### config.mk
export PLATFORM = sky130hd
export DESIGN_NAME = dmem_router
export DESIGN_NICKNAME = d
export VERILOG_FILES = /design/src/rtl/dmr_pkg.sv /design/src/rtl/dmr_ctrl.sv /design/src/rtl/dmr_datapath.sv /design/src/rtl/dmem_router.sv
export SDC_FILE = /design/constraint.sdc
export NUM_CORES = 1
export LEC_CHECK = 0
export CORE_ASPECT_RATIO = 0.5
export CORE_UTILIZATION = 42
export CTS_CLUSTER_SIZE = 8
export DETAILED_ROUTE_END_ITERATION = 10
export MAX_ROUTING_LAYER = met4
export PLACE_DENSITY = 0.75
export SLEW_MARGIN = 5
export SYNTH_ARGS = -nofsm -noshare
export SYNTH_HDL_FRONTEND = slang
export SYNTH_SLANG_ARGS = --single-unit
### constraint.sdc
create_clock -name clk -period 1.85 [get_ports clk]
set_input_delay 0.37 -clock clk [delete_from_list [all_inputs] [get_ports clk]]
set_output_delay 0.37 -clock clk [all_outputs]
set_load 0.005 [all_outputs]
### src/rtl/dmr_pkg.sv
package dmr_pkg;

  typedef enum logic [1:0] {
    ACC_DIRECT   = 2'd0,
    ACC_INDIRECT = 2'd1,
    ACC_XREG     = 2'd2,
    ACC_XPTR     = 2'd3
  } accKind_t;

  typedef enum logic [2:0] {
    LR_NONE = 3'd0,
    LR_P0LO = 3'd1,
    LR_P0HI = 3'd2,
    LR_P1LO = 3'd3,
    LR_P1HI = 3'd4,
    LR_PSEL = 3'd5,
    LR_MODE = 3'd6
  } localReg_t;

  typedef struct packed {
    logic      lowSel;
    logic      upSel;
    logic      sfrSel;
    logic      eramSel;
    logic      extSel;
    logic      usePtr;
    logic      regWr;
    localReg_t regId;
  } strobe_t;

  localparam logic [7:0] SFR_P0LO = 8'h82;
  localparam logic [7:0] SFR_P0HI = 8'h83;
  localparam logic [7:0] SFR_P1LO = 8'h84;
  localparam logic [7:0] SFR_P1HI = 8'h85;
  localparam logic [7:0] SFR_PSEL = 8'hA2;
  localparam logic [7:0] SFR_MODE = 8'h8E;
  localparam int PSEL_BIT = 0;
  localparam int MODE_BIT = 1;

endpackage

### src/rtl/dmr_ctrl.sv
module dmr_ctrl
  import dmr_pkg::*;
#(
  parameter int ADDR_W = 8
) (
  input  logic [1:0]        accType,
  input  logic [ADDR_W-1:0] addr,
  input  logic              rdEn,
  input  logic              wrEn,
  input  logic              extMode,
  input  logic              ptrInPage0,
  output strobe_t           stb
);

  logic      active;
  logic      lowHalf;
  accKind_t  kind;
  localReg_t regDec;

  assign active  = rdEn | wrEn;
  assign lowHalf = ~addr[ADDR_W-1];
  assign kind    = accKind_t'(accType);

  always_comb begin
    regDec = LR_NONE;
    if (!lowHalf) begin
      case (addr)
        ADDR_W'(SFR_P0LO): regDec = LR_P0LO;
        ADDR_W'(SFR_P0HI): regDec = LR_P0HI;
        ADDR_W'(SFR_P1LO): regDec = LR_P1LO;
        ADDR_W'(SFR_P1HI): regDec = LR_P1HI;
        ADDR_W'(SFR_PSEL): regDec = LR_PSEL;
        ADDR_W'(SFR_MODE): regDec = LR_MODE;
        default:           regDec = LR_NONE;
      endcase
    end
  end

  always_comb begin
    stb        = '0;
    stb.regId  = regDec;
    stb.usePtr = (kind == ACC_XPTR);
    if (active) begin
      case (kind)
        ACC_DIRECT: begin
          if (lowHalf) stb.lowSel = 1'b1;
          else begin
            stb.sfrSel = 1'b1;
            stb.regWr  = wrEn && (regDec != LR_NONE);
          end
        end
        ACC_INDIRECT: begin
          if (lowHalf) stb.lowSel = 1'b1;
          else         stb.upSel  = 1'b1;
        end
        ACC_XREG: begin
          if (extMode) stb.extSel  = 1'b1;
          else         stb.eramSel = 1'b1;
        end
        default: begin
          if (!extMode && ptrInPage0) stb.eramSel = 1'b1;
          else                        stb.extSel  = 1'b1;
        end
      endcase
    end
  end

endmodule

### src/rtl/dmr_datapath.sv
module dmr_datapath
  import dmr_pkg::*;
#(
  parameter int ADDR_W  = 8,
  parameter int XADDR_W = 16,
  parameter int DATA_W  = 8,
  parameter int NPTR    = 2
) (
  input  logic               clk,
  input  logic               rstN,
  input  strobe_t            stb,
  input  logic [ADDR_W-1:0]  addr,
  input  logic               rdEn,
  input  logic [DATA_W-1:0]  wrData,
  input  logic [DATA_W-1:0]  lowRd,
  input  logic [DATA_W-1:0]  upRd,
  input  logic [DATA_W-1:0]  eramRd,
  input  logic [DATA_W-1:0]  extRd,
  output logic               extMode,
  output logic               ptrInPage0,
  output logic [XADDR_W-1:0] tgtAddr,
  output logic [DATA_W-1:0]  rdData
);

  localparam int PAGE_W = XADDR_W - ADDR_W;
  localparam int HI_W   = XADDR_W - DATA_W;
  localparam int SEL_W  = (NPTR > 1) ? $clog2(NPTR) : 1;

  logic [NPTR-1:0][XADDR_W-1:0] ptrQ;
  logic [SEL_W-1:0]             selQ;
  logic                         modeQ;
  logic [XADDR_W-1:0]           selPtr;
  logic [DATA_W-1:0]            regRd;

  for (genvar i = 0; i < NPTR; i++) begin : g_ptr
    localparam localReg_t ID_LO = (i == 0) ? LR_P0LO : LR_P1LO;
    localparam localReg_t ID_HI = (i == 0) ? LR_P0HI : LR_P1HI;
    always_ff @(posedge clk) begin
      if (!rstN) ptrQ[i] <= '0;
      else if (stb.regWr && stb.regId == ID_LO) ptrQ[i][DATA_W-1:0] <= wrData;
      else if (stb.regWr && stb.regId == ID_HI) ptrQ[i][XADDR_W-1:DATA_W] <= HI_W'(wrData);
    end
  end

  always_ff @(posedge clk) begin
    if (!rstN) begin
      selQ  <= '0;
      modeQ <= 1'b0;
    end else if (stb.regWr) begin
      if (stb.regId == LR_PSEL) selQ  <= SEL_W'(wrData[PSEL_BIT]);
      if (stb.regId == LR_MODE) modeQ <= wrData[MODE_BIT];
    end
  end

  assign selPtr     = ptrQ[selQ];
  assign extMode    = modeQ;
  assign ptrInPage0 = (selPtr[XADDR_W-1:ADDR_W] == '0);
  assign tgtAddr    = stb.usePtr ? selPtr : {{PAGE_W{1'b0}}, addr};

  always_comb begin
    regRd = '0;
    case (stb.regId)
      LR_P0LO: regRd = ptrQ[0][DATA_W-1:0];
      LR_P0HI: regRd = DATA_W'(ptrQ[0][XADDR_W-1:DATA_W]);
      LR_P1LO: regRd = ptrQ[NPTR-1][DATA_W-1:0];
      LR_P1HI: regRd = DATA_W'(ptrQ[NPTR-1][XADDR_W-1:DATA_W]);
      LR_PSEL: regRd[PSEL_BIT] = selQ[0];
      LR_MODE: regRd[MODE_BIT] = modeQ;
      default: regRd = '0;
    endcase
  end

  always_comb begin
    rdData = '0;
    if (rdEn) begin
      if      (stb.lowSel)  rdData = lowRd;
      else if (stb.upSel)   rdData = upRd;
      else if (stb.sfrSel)  rdData = regRd;
      else if (stb.eramSel) rdData = eramRd;
      else if (stb.extSel)  rdData = extRd;
    end
  end

endmodule

### src/rtl/dmem_router.sv
module dmem_router
  import dmr_pkg::*;
#(
  parameter int ADDR_W  = 8,
  parameter int XADDR_W = 16,
  parameter int DATA_W  = 8
) (
  input  logic               clk,
  input  logic               rstN,
  input  logic [1:0]         accType,
  input  logic [ADDR_W-1:0]  addr,
  input  logic               rdEn,
  input  logic               wrEn,
  input  logic [DATA_W-1:0]  wrData,
  input  logic [DATA_W-1:0]  lowRdData,
  input  logic [DATA_W-1:0]  upRdData,
  input  logic [DATA_W-1:0]  eramRdData,
  input  logic [DATA_W-1:0]  extRdData,
  output logic               lowSel,
  output logic               upSel,
  output logic               sfrSel,
  output logic               eramSel,
  output logic               extReq,
  output logic [XADDR_W-1:0] tgtAddr,
  output logic [DATA_W-1:0]  rdData
);

  strobe_t stb;
  logic    extMode;
  logic    ptrInPage0;

  dmr_ctrl #(.ADDR_W(ADDR_W)) u_ctrl (
    .accType    (accType),
    .addr       (addr),
    .rdEn       (rdEn),
    .wrEn       (wrEn),
    .extMode    (extMode),
    .ptrInPage0 (ptrInPage0),
    .stb        (stb)
  );

  dmr_datapath #(
    .ADDR_W  (ADDR_W),
    .XADDR_W (XADDR_W),
    .DATA_W  (DATA_W),
    .NPTR    (2)
  ) u_dp (
    .clk        (clk),
    .rstN       (rstN),
    .stb        (stb),
    .addr       (addr),
    .rdEn       (rdEn),
    .wrData     (wrData),
    .lowRd      (lowRdData),
    .upRd       (upRdData),
    .eramRd     (eramRdData),
    .extRd      (extRdData),
    .extMode    (extMode),
    .ptrInPage0 (ptrInPage0),
    .tgtAddr    (tgtAddr),
    .rdData     (rdData)
  );

  assign lowSel  = stb.lowSel;
  assign upSel   = stb.upSel;
  assign sfrSel  = stb.sfrSel;
  assign eramSel = stb.eramSel;
  assign extReq  = stb.extSel;

endmodule

Yosys cells after proc, flatten, opt, wreduce, memory -nomap -nowiden --
Index checks and enable logic that the tools add are counted.
Storage, ports and cells: bits of input ports 54, flip-flop bits (word level) 34, output and inout port bits 29
Cells by class: multiplexer cells 28, reductions and logical operators 15, bitwise gates (word level) 3, equality and inequality tests 15, order comparisons 1
Operators by type and width (count):
- 8-bit equality test, second input constant | 6
- 16-bit 2-to-1 mux | 3
- 8-bit 2-to-1 mux | 6
- 6-bit one-hot mux with 4 select lines | 1
- 3-bit one-hot mux with 6 select lines | 1
- 1-bit 2-to-1 mux | 12
- 1-bit one-hot mux with 5 select lines | 2
- 3-bit equality test, second input constant | 3
- 8-bit zero test | 1
- 2-bit AND reduction | 4
- 3-bit by 2-bit equality test with 1-bit output, second input constant | 2
- 1-bit logical AND | 6
- 5-bit 2-to-1 mux | 1
- 2-bit equality test, second input constant | 2
- 2-bit one-hot mux with 2 select lines | 1
- 3-bit by 1-bit equality test with 1-bit output, second input constant | 1
- 3-bit 2-to-1 mux | 1
- 3-bit nonzero test | 1
- 2-bit by 1-bit equality test with 1-bit output, second input constant | 1
- 2-bit zero test | 1
- 1-bit by 2-bit less-than comparator with 1-bit output, second input constant | 1
- 1-bit NOT | 2
- 2-bit OR reduction | 1
- 1-bit zero test | 1
- 1-bit bitwise OR | 1

Longest topological paths before layout --
depth in word-level cells 13, gate-level depth with buffers 7, depth with buffers taken out 5

Modules after synthesis --
A second synthesis with hierarchy kept.
Unflattened totals: cell total of the unflattened synthesis 322, area, all modules 2531.2 µm²
By module, submodules not included:
- dmr_datapath | area each 2298.5 µm², cells an instance 288, seq. area each 680.7 µm², times used 1
- dmr_ctrl | area each 232.7 µm², cells an instance 34, seq. area each 0.0 µm², times used 1

Least setup slack after synthesis --
No wires, ideal clock.
path kind input port to output port, from input port accType[0], to output port rdData[2], stages 6, data required time 1480 ps, setup slack -187 ps, arrival time 1667 ps, path through clkbuf_1 > or2b_1 > a2111oi_0 > nand3_1 > o21a_1 > a31oi_1
On the way: longest elaborated chain between the ends 10
RTL lines:
- start, declared | line dmem_router.sv:10 | input logic [1:0] accType,
- 2-bit by 1-bit equality test with 1-bit output or 2-bit zero test (tied branches) | line dmr_ctrl.sv:44 | case (kind)
- 2-bit OR reduction (no source line)
- 2-bit one-hot mux with 2 select lines | line dmr_ctrl.sv:44
- 5-bit 2-to-1 mux * | line dmr_ctrl.sv:43 | if (active) begin
- 8-bit 2-to-1 mux | line dmr_datapath.sv:80 | else if (stb.extSel) rdData = extRd;
- 8-bit 2-to-1 mux | line dmr_datapath.sv:79 | else if (stb.eramSel) rdData = eramRd;
- 8-bit 2-to-1 mux | line dmr_datapath.sv:78 | else if (stb.sfrSel) rdData = regRd;
- 8-bit 2-to-1 mux | line dmr_datapath.sv:77 | else if (stb.upSel) rdData = upRd;
- 8-bit 2-to-1 mux * | line dmr_datapath.sv:76 | if (stb.lowSel) rdData = lowRd;
- 8-bit 2-to-1 mux * | line dmr_datapath.sv:75 | if (rdEn) begin
- end, declared | line dmem_router.sv:25 | output logic [DATA_W-1:0] rdData
Mark *: on every way between the ends. The rest lies on a longest branch, timed or not.

Worst setup path in the final report --
from register u_dp.ptrQ[11] in the netlist's numbering, to output port rdData[7]
On the way: longest elaborated chain between the ends 13
RTL lines:
- start, declared | line dmr_datapath.sv:29 | logic [NPTR-1:0][XADDR_W-1:0] ptrQ;
- start signal, assigned by index | line dmr_datapath.sv:40 | else if (stb.regWr && stb.regId == ID_LO) ptrQ[i][DATA_W-1:0] <= wrData;
- start signal, assigned by index | line dmr_datapath.sv:41 | else if (stb.regWr && stb.regId == ID_HI) ptrQ[i][XADDR_W-1:DATA_W] <= HI_W'(wrData);
- 16-bit 2-to-1 mux (not written as such) * (2 in a row) | line dmr_datapath.sv:55 | assign selPtr = ptrQ[selQ];
- 8-bit zero test * | line dmr_datapath.sv:57 | assign ptrInPage0 = (selPtr[XADDR_W-1:ADDR_W] == '0);
- 1-bit logical AND * | line dmr_ctrl.sv:61 | if (!extMode && ptrInPage0) stb.eramSel = 1'b1;
- 1-bit 2-to-1 mux | line dmr_ctrl.sv:61
- 2-bit one-hot mux with 2 select lines * | line dmr_ctrl.sv:44
- 5-bit 2-to-1 mux * | line dmr_ctrl.sv:43
- 8-bit 2-to-1 mux | line dmr_datapath.sv:80
- 8-bit 2-to-1 mux * | line dmr_datapath.sv:79
- 8-bit 2-to-1 mux * | line dmr_datapath.sv:78
- 8-bit 2-to-1 mux * | line dmr_datapath.sv:77
- 8-bit 2-to-1 mux * | line dmr_datapath.sv:76
- 8-bit 2-to-1 mux * | line dmr_datapath.sv:75
Mark *: on every way between the ends. The rest lies on a longest branch, timed or not. The select of a mux whose other input is x is not followed.

==> impl_metrics.yaml <==
critical_path:
  critPathMaxFanout: 7
  critPathKind: "reg2out"
  crit_path_start_kind: "flop"
  required_ps: 1480
  cp_data_arrival_time_ps: 2180
  worst_setup_path_end_kind: "output pin"
  reg2reg_depth: 9
power:
  peakVddDrop_v: 0.0005906
  p_leak_uw: 0.001975
  powerDensity_mw_per_mm2: 435.5
  p_total_uw: 2069
synthesis:
  async_flop_share: 0
  netlist_instances: 299
  yosysWarnings: 0
  syn_avg_cell_area_um2: 8.566
  ys_seq_area_frac: 0.2658
  synth_edf_count: 0
  synth_top_area_cell: "dfxtp_1"
  synth_area_leaders: "dfxtp_1, mux2i_1, nor2b_1"
  ys_seq_elements: 34
  synth_top_area_share: 0.2658
  synth_area_mm2: 0.002561
  synth_cell_types: 47
  synth_ff_type: "dfxtp_1"
  syn_nets: 353
sta:
  clock_skew_ps: 0
  setup_violations: 26
  max_slew.worst_pin.slew_ps: 458.4
  drv_slew: 0
  slew-limit-headroom: 0.6911
  finalCritPeriodShare: 1.376
  whs_ps: 575.1
  max_freq_mhz: 392.7
  setup_ws_ps: -696.4
  period_needed_ps: 2546
  rsz0062_at_grt: "true"
  finalHoldViolations: 0
clocking:
  ctsHoldBuffers: 0
  cts_tree: "yes"
  clockBufferDepth: 2
  cts_made_buffers: 5
  clk_pin_slew_ps: 60
  clock_sink_count: 34
  root_buffer: "clkbuf_16"
  worstSkewPairLatency_ps: 280
  h-tree-depth: 2
floorplanning:
  num_rows: 19
  dieArea_mm2: 0.006434
  die_x_um: 112.4
  initial_core_util: 0.4508
  core_mm2: 0.005682
  ioPinCount: 83
  die_h_um: 57.22
placed_design:
  postPlaceCellArea_mm2: 0.004040
  port_buffers: 82
  dp.cells: 515
  place_congestion: 0.9121
  dp_hpwl_mm: 7.188
drt:
  antenna_left: 0
  dr.pass1.iters: 5
  drt_iter0_drc: 450
  route.detailed.drc: 0
  routed_via_density: 6.434
  routed_wl_mm: 13.10
  routedWlPerCell_um: 23.19
  via_count: 3635
grt:
  overflow: 0
  antenna_found_initial: 0
  grt_pass1_vias: 3285
  grt_pass1_wl_mm: 18.29
  grt_usage: 0.3882
  grt_max_degree: 35
worst_hold_path:
  hold_class: "reg2reg"
  min_path_cells: 2
final_layout:
  antenna_cells: 0
  final_nets: 546
  final_cell_area_mm2: 0.004752
  drive_above_1_share: 0.4431
  finalNonFillerCells: 565
  area_growth_pct: 85.54
run:
  cap_viol_max_count: 0
run_status:
  status: "finished with violations"
  violations: "negative setup slack"
## placed cells by master, fill, tap and decap left out, types with 5 or more instances in the layout
cell and n:
a21oi_1 5, a31oi_1 6, buf_2 27, buf_4 88, buf_6 29, clkbuf_16 5, clkdlybuf4s50_1 41, dfxtp_1 30
dlygate4sd2_1 7, mux2_2 6, mux2i_1 50, nand2_1 18, nand3_1 8, nand4_1 8, nor2_1 14, nor2b_1 36
o211ai_1 7, o21a_1 5, o21ai_0 5, o21ai_1 6, o221ai_1 6
## cells in the mapped netlist, types with 5 or more instances
cell type  instances
a21oi_1            7
a31oi_1            6
clkbuf_1          16
dfxtp_1           34
mux2_2             6
mux2i_1           56
nand2_1           21
nand3_1            9
nand4_1            8
nor2_1            17
nor2b_1           36
nor3_1             6
o211ai_1           7
o21a_1             5
o21ai_0           14
o221ai_1           6
## worst paths after layout
check                startpoint  slack, ps            to
setup / recovery  u_dp.ptrQ[11]       -700     rdData[7]
hold / removal     u_dp.ptrQ[4]        580  u_dp.ptrQ[4]
setup reg to reg      u_dp.selQ        300     u_dp.selQ
hold reg to reg    u_dp.ptrQ[4]        580  u_dp.ptrQ[4]
## metrics by stage
stage / utilization / setup WS (ps) / TNS (ps)
2_1_floorplan: - / -47.24 / -267.8
3_3_place_gp: 0.7111 / -1079 / -37570
3_5_place_dp: 0.7111 / -1170 / -39630
4_1_cts: 0.8139 / -623.3 / -6723
5_1_grt: 0.8364 / -752.4 / -10250
6_report: 0.8364 / -696.4 / -9198
## cells by family after synthesis
logic type      synth area share
simple gates              0.2765
compound gates            0.1778
mux                       0.2452
flops                     0.2658
buf+inv                  0.03468
## timing repair
item	in CTS	in global routing
gates cloned	1	0
buffers inserted	33	14
gates resized for setup	204	35
endpoints found under the setup margin	63	36
pin swaps	33	20
## worst max-delay path, stage by stage (launching register included)
cell and delay [ps]:
dfxtp_2 340, nor4_4 300, nand2_2 180, a2111oi_4 330, buf_4 170, buf_6 120, o211ai_1 100, a31oi_1 210
buf_2 150
## power by group
| part | leakage (µW) | switching [µW] | internal [µW] |
|---|---|---|---|
| combinational | 0.00163 | 244 | 274 |
| clock | 0.0000694 | 334 | 486 |
| sequential | 0.000276 | 0.190 | 731 |
## cell type report
type                    count  area [µm²]
flip-flops and latches     34       688.2
multi-input cells         242        2033
fillers                   282       929.6
repair buffers            205        1789
clock buffers               5       125.1
well taps                  73       91.34
inverters                   4       15.01
clock inverters             2       10.01
## layer usage
layer | GRT usage | up-vias | wire length [µm]
met5 | - | - | 0
met4 | 0.1581 | 0 | 830
met3 | 0.08289 | 95 | 1339
met2 | 0.6380 | 312 | 5848
met1 | 0.4714 | 1725 | 5082
li1 | - | 1503 | -
## state kept, by name (all words and copies together), names as in the netlist
register	flops
u_dp.ptrQ	32
u_dp.extMode	1
u_dp.selQ	1
Power figures use the tool's default switching activity.
